## src/rtl/dmac_pkg.sv

```systemverilog
package dmac_pkg;

  localparam int N_PTR = 6;

  // command bit positions on a control write
  localparam int CMD_SET_EN   = 0;
  localparam int CMD_SET_UPD  = 1;
  localparam int CMD_SET_DIR  = 2;
  localparam int CMD_CLR_DONE = 3;
  localparam int CMD_RESET    = 4;
  localparam int CMD_W        = 5;

  // status word, packed so bit 0 is enable and bit 3 is completion
  typedef struct packed {
    logic done;
    logic dev2mem;
    logic chain_upd;
    logic enable;
  } chan_status_t;

  localparam logic [31:0] CSR_OFFSET = 32'h0000_0000;

  function automatic logic [31:0] ptr_offset(input int idx);
    case (idx)
      0:       return 32'h0000_4000;
      1:       return 32'h0000_4004;
      2:       return 32'h0000_4008;
      3:       return 32'h0000_400C;
      4:       return 32'h0000_4200;
      default: return 32'h0000_4204;
    endcase
  endfunction

endpackage

```

## src/rtl/dmac_decode.sv

```systemverilog
module dmac_decode
  import dmac_pkg::*;
#(
  parameter int ADDR_W = 16,
  parameter int BE_W   = 4,
  parameter int NP     = N_PTR
) (
  input  logic              clk,
  input  logic              rst,
  input  logic              sel,
  input  logic              we,
  input  logic [ADDR_W-1:0] addr,
  input  logic [BE_W-1:0]   be,
  output logic              csr_wr,
  output logic              csr_rd,
  output logic [NP-1:0]     ptr_wr,
  output logic [NP-1:0]     ptr_rd
);

  logic          word_ok;
  logic          csr_hit;
  logic [NP-1:0] ptr_hit;

  assign word_ok = sel && (be == '1) && (addr[1:0] == 2'b00);
  assign csr_hit = word_ok && (addr == ADDR_W'(CSR_OFFSET));

  for (genvar i = 0; i < NP; i++) begin : g_hit
    assign ptr_hit[i] = word_ok && (addr == ADDR_W'(ptr_offset(i)));
    assign ptr_wr[i]  = ptr_hit[i] && we;
    assign ptr_rd[i]  = ptr_hit[i] && !we;
  end

  assign csr_wr = csr_hit && we;
  assign csr_rd = csr_hit && !we;


  single_target_chk: assert property (@(posedge clk) disable iff (rst)
    $onehot0({csr_wr, csr_rd, ptr_wr, ptr_rd}));

endmodule

```

## src/rtl/dmac_csr.sv

```systemverilog
module dmac_csr
  import dmac_pkg::*;
(
  input  logic              clk,
  input  logic              rst,
  input  logic              cmd_wr,
  input  logic [CMD_W-1:0]  cmd,
  input  logic              done_pulse,
  output chan_status_t      status
);

  chan_status_t nxt;
  logic         do_reset;

  assign do_reset = cmd_wr && cmd[CMD_RESET];

  always_comb begin
    nxt = status;
    if (cmd_wr) begin
      if (cmd[CMD_SET_EN])   nxt.enable    = 1'b1;
      if (cmd[CMD_SET_UPD])  nxt.chain_upd = 1'b1;
      if (cmd[CMD_SET_DIR])  nxt.dev2mem   = 1'b1;
      if (cmd[CMD_CLR_DONE]) nxt.done      = 1'b0;
    end
    if (do_reset) begin
      nxt = '0;
    end
    // a completion event is never lost to a same-cycle clear
    if (done_pulse) nxt.done = 1'b1;
  end

  always_ff @(posedge clk) begin
    if (rst) status <= '0;
    else     status <= nxt;
  end


  reset_cmd_clears_chk: assert property (@(posedge clk) disable iff (rst)
    (do_reset && !done_pulse) |=>
      (status == '0));


  set_enable_chk: assert property (@(posedge clk) disable iff (rst)
    (cmd_wr && cmd[CMD_SET_EN] && !cmd[CMD_RESET]) |=> status.enable);


  bits_hold_chk: assert property (@(posedge clk) disable iff (rst)
    !cmd_wr |=> ($stable(status.enable) && $stable(status.dev2mem) &&
                 $stable(status.chain_upd)));


  done_lands_chk: assert property (@(posedge clk) disable iff (rst)
    done_pulse |=> status.done);

endmodule

```

## src/rtl/dmac_ptr_bank.sv

```systemverilog
module dmac_ptr_bank #(
  parameter int DATA_W = 32,
  parameter int NP     = 6
) (
  input  logic                       clk,
  input  logic                       rst,
  input  logic [NP-1:0]              wr,
  input  logic [DATA_W-1:0]          wdata,
  output logic [NP-1:0][DATA_W-1:0]  q
);

  for (genvar i = 0; i < NP; i++) begin : g_reg
    always_ff @(posedge clk) begin
      if (rst)        q[i] <= '0;
      else if (wr[i]) q[i] <= wdata;
    end


    ptr_store_chk: assert property (@(posedge clk) disable iff (rst)
      wr[i] |=> (q[i] == $past(wdata)));


    ptr_hold_chk: assert property (@(posedge clk) disable iff (rst)
      !wr[i] |=> $stable(q[i]));
  end

endmodule

```

## src/rtl/dmac_chan_regs.sv

```systemverilog
module dmac_chan_regs
  import dmac_pkg::*;
#(
  parameter int ADDR_W = 16,
  parameter int DATA_W = 32
) (
  input  logic                 clk,
  input  logic                 rst,
  input  logic                 bus_sel,
  input  logic                 bus_we,
  input  logic [ADDR_W-1:0]    bus_addr,
  input  logic [DATA_W/8-1:0]  bus_be,
  input  logic [DATA_W-1:0]    bus_wdata,
  output logic [DATA_W-1:0]    bus_rdata,
  input  logic                 xfer_done,
  output logic                 chan_enable,
  output logic                 chan_dev2mem,
  output logic                 chan_upd_armed,
  output logic                 irq
);

  localparam int BE_W = DATA_W / 8;

  logic                      csr_wr, csr_rd;
  logic [N_PTR-1:0]          ptr_wr, ptr_rd;
  logic [N_PTR-1:0][DATA_W-1:0] ptr_q;
  chan_status_t              status;
  logic [DATA_W-1:0]         rd_mux;

  dmac_decode #(.ADDR_W(ADDR_W), .BE_W(BE_W), .NP(N_PTR)) u_decode (
    .clk(clk), .rst(rst), .sel(bus_sel), .we(bus_we), .addr(bus_addr),
    .be(bus_be), .csr_wr(csr_wr), .csr_rd(csr_rd),
    .ptr_wr(ptr_wr), .ptr_rd(ptr_rd)
  );

  dmac_csr u_csr (
    .clk(clk), .rst(rst), .cmd_wr(csr_wr), .cmd(bus_wdata[CMD_W-1:0]),
    .done_pulse(xfer_done), .status(status)
  );

  dmac_ptr_bank #(.DATA_W(DATA_W), .NP(N_PTR)) u_ptrs (
    .clk(clk), .rst(rst), .wr(ptr_wr), .wdata(bus_wdata), .q(ptr_q)
  );

  always_comb begin
    rd_mux = '0;
    if (csr_rd) rd_mux = DATA_W'(status);
    for (int i = 0; i < N_PTR; i++) begin
      if (ptr_rd[i]) rd_mux = rd_mux | ptr_q[i];
    end
  end

  always_ff @(posedge clk) begin
    if (rst) bus_rdata <= '0;
    else     bus_rdata <= rd_mux;
  end

  assign chan_enable    = status.enable;
  assign chan_dev2mem   = status.dev2mem;
  assign chan_upd_armed = status.chain_upd;
  assign irq            = status.done;


  rdata_idle_zero_chk: assert property (@(posedge clk) disable iff (rst)
    !(bus_sel && !bus_we) |=> (bus_rdata == '0));


  done_irq_chk: assert property (@(posedge clk) disable iff (rst)
    xfer_done |=> irq);


  dir_sticky_chk: assert property (@(posedge clk) disable iff (rst)
    (chan_dev2mem && !(bus_sel && bus_we)) |=> chan_dev2mem);

endmodule

```

## config.mk

```make
export PLATFORM = sky130hd
export DESIGN_NAME = dmac_chan_regs
export DESIGN_NICKNAME = d
export VERILOG_FILES = /design/src/rtl/dmac_pkg.sv /design/src/rtl/dmac_decode.sv /design/src/rtl/dmac_csr.sv /design/src/rtl/dmac_ptr_bank.sv /design/src/rtl/dmac_chan_regs.sv
export SDC_FILE = /design/constraint.sdc
export NUM_CORES = 1
export LEC_CHECK = 0
export BUFFER_PORTS_ARGS = -buffer_cell sky130_fd_sc_hd__buf_2
export CELL_PAD_IN_SITES_DETAIL_PLACEMENT = 2
export CELL_PAD_IN_SITES_GLOBAL_PLACEMENT = 2
export CORE_ASPECT_RATIO = 2
export CORE_MARGIN = 2
export CORE_UTILIZATION = 37
export CTS_BUF_LIST = sky130_fd_sc_hd__clkbuf_8
export DETAILED_ROUTE_END_ITERATION = 16
export PLACE_DENSITY_LB_ADDON = 0.25
export RECOVER_POWER = 25
export SYNTH_ARGS = -nofsm -noshare
export SYNTH_HDL_FRONTEND = slang
export SYNTH_SLANG_ARGS = --single-unit
```

## constraint.sdc

```tcl
create_clock -name clk -period 3 [get_ports clk]
set_clock_uncertainty 0.15 [all_clocks]
set_input_delay 0.6 -clock clk [delete_from_list [all_inputs] [get_ports clk]]
set_output_delay 0.6 -clock clk [all_outputs]
set_load 0.005 [all_outputs]
```

# --- Word level (Yosys, flattened, before mapping) ---
# Index checks and enable logic that the tools add are counted.
op_classes:
  bitwise_logic: 6
  n_reduce_logical: 34
  eq_ne: 7
  n_mux: 14
op_table:
  columns: ["op", "n"]
  rows:
  - ["32-bit 2-to-1 mux", 6]
  - ["32-bit OR", 6]
  - ["16-bit by 15-bit == test with 1-bit output, second input constant", 6]
  - ["1-bit logical AND", 24]
  - ["16-bit logical NOT", 1]
  - ["4-bit 2-to-1 mux", 3]
  - ["2-bit AND reduction", 4]
  - ["3-bit nonzero test", 2]
  - ["1-bit 2-to-1 mux", 5]
  - ["4-bit == test, second input constant", 1]
  - ["2-bit logical NOT", 1]
  - ["2-bit OR reduction", 1]
  - ["1-bit logical NOT", 1]
word_totals:
  output_inout_bits: 36
  word_cells: 72
  regBits: 228

# --- Longest topological paths before layout ---
depth:
  depth_word: 18
  depth_mapped: 7

# --- By module ---
# From an unflattened synthesis, not the netlist that was laid out.
unflattened:
  hier_cells: 857
  area_unflattened_um2: 9138.8
modules_own_cells:
  columns: ["module", "area_each_um2", "cells_per_inst", "seq_area_each_um2", "n_inst"]
  rows:
  - ["dmac_ptr_bank", 7018.0, 621, 3843.7, 1]
  - ["dmac_chan_regs", 1675.4, 181, 640.6, 1]
  - ["dmac_decode", 309.0, 40, 0.0, 1]
  - ["dmac_csr", 136.4, 15, 80.1, 1]

# --- Worst setup path after synthesis ---
# Ideal clock, no wire load.
synth_timing:
  path_kind: "input -> register"
  from: "input port bus_addr[11]"
  to: "register u_csr.status[3] (netlist name)"
  setup_slack_ps: 468
  arrival_ps: 2250
  required_ps: 2718
  stages: 6
  cell_sequence: "or4b_4 > or4_1 > buf_2 > buf_2 > o31ai_1 > a21oi_1"
synth_between:
  elab_chain_cells: 6
  word_cells_on_any_way: 9
  cone_classes: "mux (2); reduce/logical (7)"
synth_lines:
  columns: ["item", "line_no", "source"]
  rows:
  - ["start, declared", "dmac_chan_regs.sv:11", "input logic [ADDR_W-1:0] bus_addr,"]
  - ["16-bit logical NOT *", "dmac_decode.sv:25", "assign csr_hit = word_ok && (addr == ADDR_W'(CSR_OFFSET));"]
  - ["1-bit logical AND *", "dmac_decode.sv:25", null]
  - ["1-bit logical AND *", "dmac_decode.sv:33", "assign csr_wr = csr_hit && we;"]
  - ["1-bit logical AND", "dmac_csr.sv:15", "assign do_reset = cmd_wr && cmd[CMD_RESET];"]
  - ["3-bit nonzero test (no line) / 4-bit 2-to-1 mux (equally long branches)", null, null]
  - ["2-bit AND reduction (no line) / 1-bit 2-to-1 mux (equally long branches)", null, null]
# Mark *: on every way between the ends. The rest lies on a longest branch, timed or not.
# A chain may end at the register's enable or synchronous reset.

# --- Worst setup path after layout ---
layout_timing:
  from: "input port bus_addr[1]"
  to: "register u_ptrs.q[175] (netlist bit)"
layout_between:
  elab_chain_cells: 4
  word_cells_on_any_way: 5
  cone_classes: "eq/ne (1); reduce/logical (4)"
layout_lines:
  columns: ["item", "line_no", "source"]
  rows:
  - ["parallel branches: the longest is 2 deep, another holds 16-bit by 15-bit == test with 1-bit output", null, null]
  - ["1-bit logical AND *", "dmac_decode.sv:28", "assign ptr_hit[i] = word_ok && (addr == ADDR_W'(ptr_offset(i)));"]
  - ["1-bit logical AND *", "dmac_decode.sv:29", "assign ptr_wr[i] = ptr_hit[i] && we;"]
  - ["end signal, assigned by index", "dmac_ptr_bank.sv:15", "else if (wr[i]) q[i] <= wdata;"]
  - ["end, declared", "dmac_ptr_bank.sv:9", "output logic [NP-1:0][DATA_W-1:0] q"]
# Mark *: on every way between the ends.

==> results.py <==
metrics = {
    "logic_synthesis": {
        "syn_avg_cell_area_sq_um": 8.34,
        "synthAdderAreaFrac_pct": 0,
        "ys.flop_type": "dfxtp_1",
        "synth-seq-cells": 228,
        "synth.area.top_cells": "dfxtp_1 46%, o21ai_0 11%, a21oi_1 9.6%",
        "syn_nets": 1260,
        "yosysTopAreaCell": "dfxtp_1",
        "synth-seq-area-share_pct": 45.5,
        "ys.warnings.count": 0,
        "syn_inst": 1203,
        "synthSimpleGateAreaFrac_pct": 16.8,
        "synth_edf_count": 0,
        "synthTopCellsByCount": "228 x dfxtp_1, 221 x o21ai_0, 193 x a21oi_1",
        "synth_mux_area_share_pct": 6.40,
        "synth_area_sq_mm": 0.0100,
        "synth_top_family_by_area": "compound AO/OA/AOI/OAI gates",
        "synth.most_common_cell": "dfxtp_1",
        "synth_compound_area_share_pct": 25.1,
        "yosys.area.top_type_share_pct": 45.5,
        "synth-xor-area-share_pct": 0,
        "async_flop_share_pct": 0,
        "yosys.cell_types.count": 38,
    },
    "setup_path": {
        "worst-r2r-cell-count": 4,
        "critPathTopFamily": "simple AND/OR/NAND/NOR gates",
        "path_class": "in -> reg",
        "reg2reg_to": "bus_rdata[31]$_SDFF_PP0_",
        "cp_slowest_cell": "or4_1",
        "end_kind": "flip-flop",
        "path_cells": "buf_2, or4_1, nor4_1, buf_12, nand4_1, a21oi_1",
        "r2r_start": "u_ptrs.q[127]$_SDFFE_PP0P_",
        "max_stage_delay_ps": 570,
        "rrSetupSlack_ps": 1600,
        "path_buf_inv": 2,
        "cp_data_required_time_ps": 3300,
        "critPathArrivalTime_ps": 2800,
        "cp-start-kind": "input port",
        "crit_fanout": 85,
    },
    "routing": {
        "num_vias": 10300,
        "dr.first_iter.drc_count": 639,
        "drt_pass1_iterations": 5,
        "vias_per_cell": 6.36,
        "drtAntennaViolNets": 0,
        "wl_per_cell_um": 26.0,
        "drt_wl_total_um": 42000,
        "drcViolationCount": 0,
    },
    "place": {
        "io_buffers": 92,
        "dp.cells": 1551,
        "dpl_worst_slack_ps": 40.8,
        "placed_area_sq_mm": 0.0109,
        "dp_hpwl_um": 26100,
        "gp_congestion": 0.808,
    },
    "final_layout": {
        "nNetsFinal": 1299,
        "final_cells": 1614,
        "area_growth_pct": 15.1,
        "drive_gt1_share_pct": 13.9,
        "fin_area_sq_mm": 0.0115,
    },
    "timing": {
        "worst_slack_ps": 509,
        "tightest_slew_ps": 717,
        "timing.fmax_mhz": 401,
        "setup_viol": 0,
        "rsz0062_at_grt": "no",
        "setup_tns_ps": 0,
        "drv_slew": 0,
        "period_minus_slack_ps": 2490,
        "hold_violations": 0,
        "finalCritPeriodShare_pct": 83.0,
        "relSlewSlack_pct": 51.8,
    },
    "die": {
        "core_area_sq_mm": 0.0268,
        "start_util_pct": 37.4,
        "die_w_um": 120,
        "num_rows": 85,
        "fp.dieH_um": 237,
        "io_pins": 93,
        "die_area_sq_mm": 0.0285,
    },
    "clock_network": {
        "clock-sinks": 228,
        "ctsHoldBuffers": 0,
        "root_buffer": "clkbuf_8",
        "cts_buffers": 37,
        "cts_setup_buffers": 0,
        "clk_path_buf_depth": 3,
        "tritoncts": "done",
        "path_clk_slew_ps": 60,
        "htree_num_levels": 2,
        "cts.repair.resized": 0,
        "clk_latency_ps": 560,
    },
    "global_route": {
        "antenna_found_initial": 1,
        "grt_pass1_vias": 11400,
        "grt_pass1_wl_um": 66000,
        "grt.total_usage_pct": 29.6,
        "grt_overflow": 0,
        "grt_start_max_net_pins": 123,
    },
    "power": {
        "power.share.clock_pct": 43.5,
        "leakagePower_nw": 3.85,
        "pwr-share-comb_pct": 5.0,
        "sw_frac_of_total_pct": 26.1,
        "ir_drop_uv": 310,
        "internal-power_mw": 4.35,
        "p_total_mw": 5.88,
        "power.switching_mw": 1.53,
        "power_density_mw_per_mm2": 510,
        "pwr-share-seq_pct": 51.5,
    },
    "run_status": {
        "status": "finished, final reports clean",
    },
    "min_path": {
        "min_path_cells": 3,
        "hp-class": "in -> reg",
        "hold_end": "u_csr.status[3]$_SDFFE_PP0P_",
        "min_from": "xfer_done",
    },
    "run": {
        "maxCapViolations": 0,
    },
}
[per-layer routing]
metal  global-route usage [%]  part of all wire, %
met1                     31.0                   36
met2                     57.6                   57
met3                     3.30                  2.9
met4                     12.8                  3.7
met5                        0                    0
[power groups by stage]
stage	combinational [mW]	clock (mW)	sequential (mW)
detailed placement	0.292	0	3.10
finish	0.296	2.56	3.03
CTS	0.293	2.62	3.03
global route	0.310	2.73	3.03
floorplan	0.132	0	3.10
global placement	0.287	0	3.10
[worst reg2reg max path, stage by stage (launching register included)]
cell	delay, ps
dfxtp_1	320
mux2_2	300
nand4_1	120
o21ai_0	120
a32o_1	280
[layout make-up]
cell class	count	area, sq um
Tap cell	348	435
Antenna cell	1	2.50
Clock inverter	21	85.1
Timing Repair Buffer	149	1010
Multi-Input combinational cell	822	4860
Inverter	4	15.0
Clock buffer	41	564
Sequential cell	228	4560
Fill cell	3077	15300
[worst max path at each step]
stage                                               to  depth (start not counted)         start
final                       u_ptrs.q[175]$_SDFFE_PP0P_                          6   bus_addr[1]
after CTS                     bus_rdata[13]$_SDFF_PP0_                          6  bus_addr[11]
after floorplan           u_csr.status[3]$_SDFFE_PP0P_                          6  bus_addr[11]
after global routing        u_ptrs.q[175]$_SDFFE_PP0P_                          6   bus_addr[1]
after detailed placement      bus_rdata[13]$_SDFF_PP0_                          6  bus_addr[11]
after global placement        bus_rdata[13]$_SDFF_PP0_                          6  bus_addr[11]
[kinds of logic (layout without fill, tap and decap cells)]
family                 Yosys count  after routing
and+or+nand+nor                295            295
AOI/OAI and AO/OA              463            463
buffers and inverters          153            215
muxes                           64             64
other                            0              1
DFF                            228            228
[per-stage QoR]
step                      util (%)  hold slack, ps
after floorplan                  -             296
after global placement        40.8             305
after detailed placement      40.8             319
after CTS                     43.2             155
after global routing          43.0             189
final                         43.0             166
[sequential cells by signal, summed over array words and instances (netlist names)]
name / cells
u_ptrs.q: 192
u_csr.status: 4
bus_rdata: 32
[cell usage in the layout (no fill, tap or decap), types with 2 or more instances in the layout]
master | synthesis | layout
mux2i_1 | 63 | 63
dfxtp_1 | 228 | 228
clkbuf_8 | 0 | 41
o2bb2ai_1 | 4 | 4
and3_1 | 4 | 3
o21ai_0 | 221 | 221
nor3_1 | 28 | 28
nand3_1 | 70 | 70
nor4b_1 | 2 | 2
nor4_1 | 2 | 2
a22oi_1 | 4 | 4
buf_12 | 0 | 12
nor2b_1 | 3 | 2
nand4_1 | 136 | 136
and2_1 | 3 | 2
o22ai_1 | 4 | 4
a21oi_1 | 193 | 193
nand2_1 | 29 | 29
clkbuf_1 | 109 | 22
a221o_1 | 27 | 27
buf_4 | 0 | 44
a2bb2oi_1 | 4 | 4
nor2_1 | 4 | 4
buf_2 | 34 | 69
and4_1 | 3 | 3
a221oi_1 | 3 | 3
inv_1 | 4 | 23
Power figures use the tool's default switching activity.
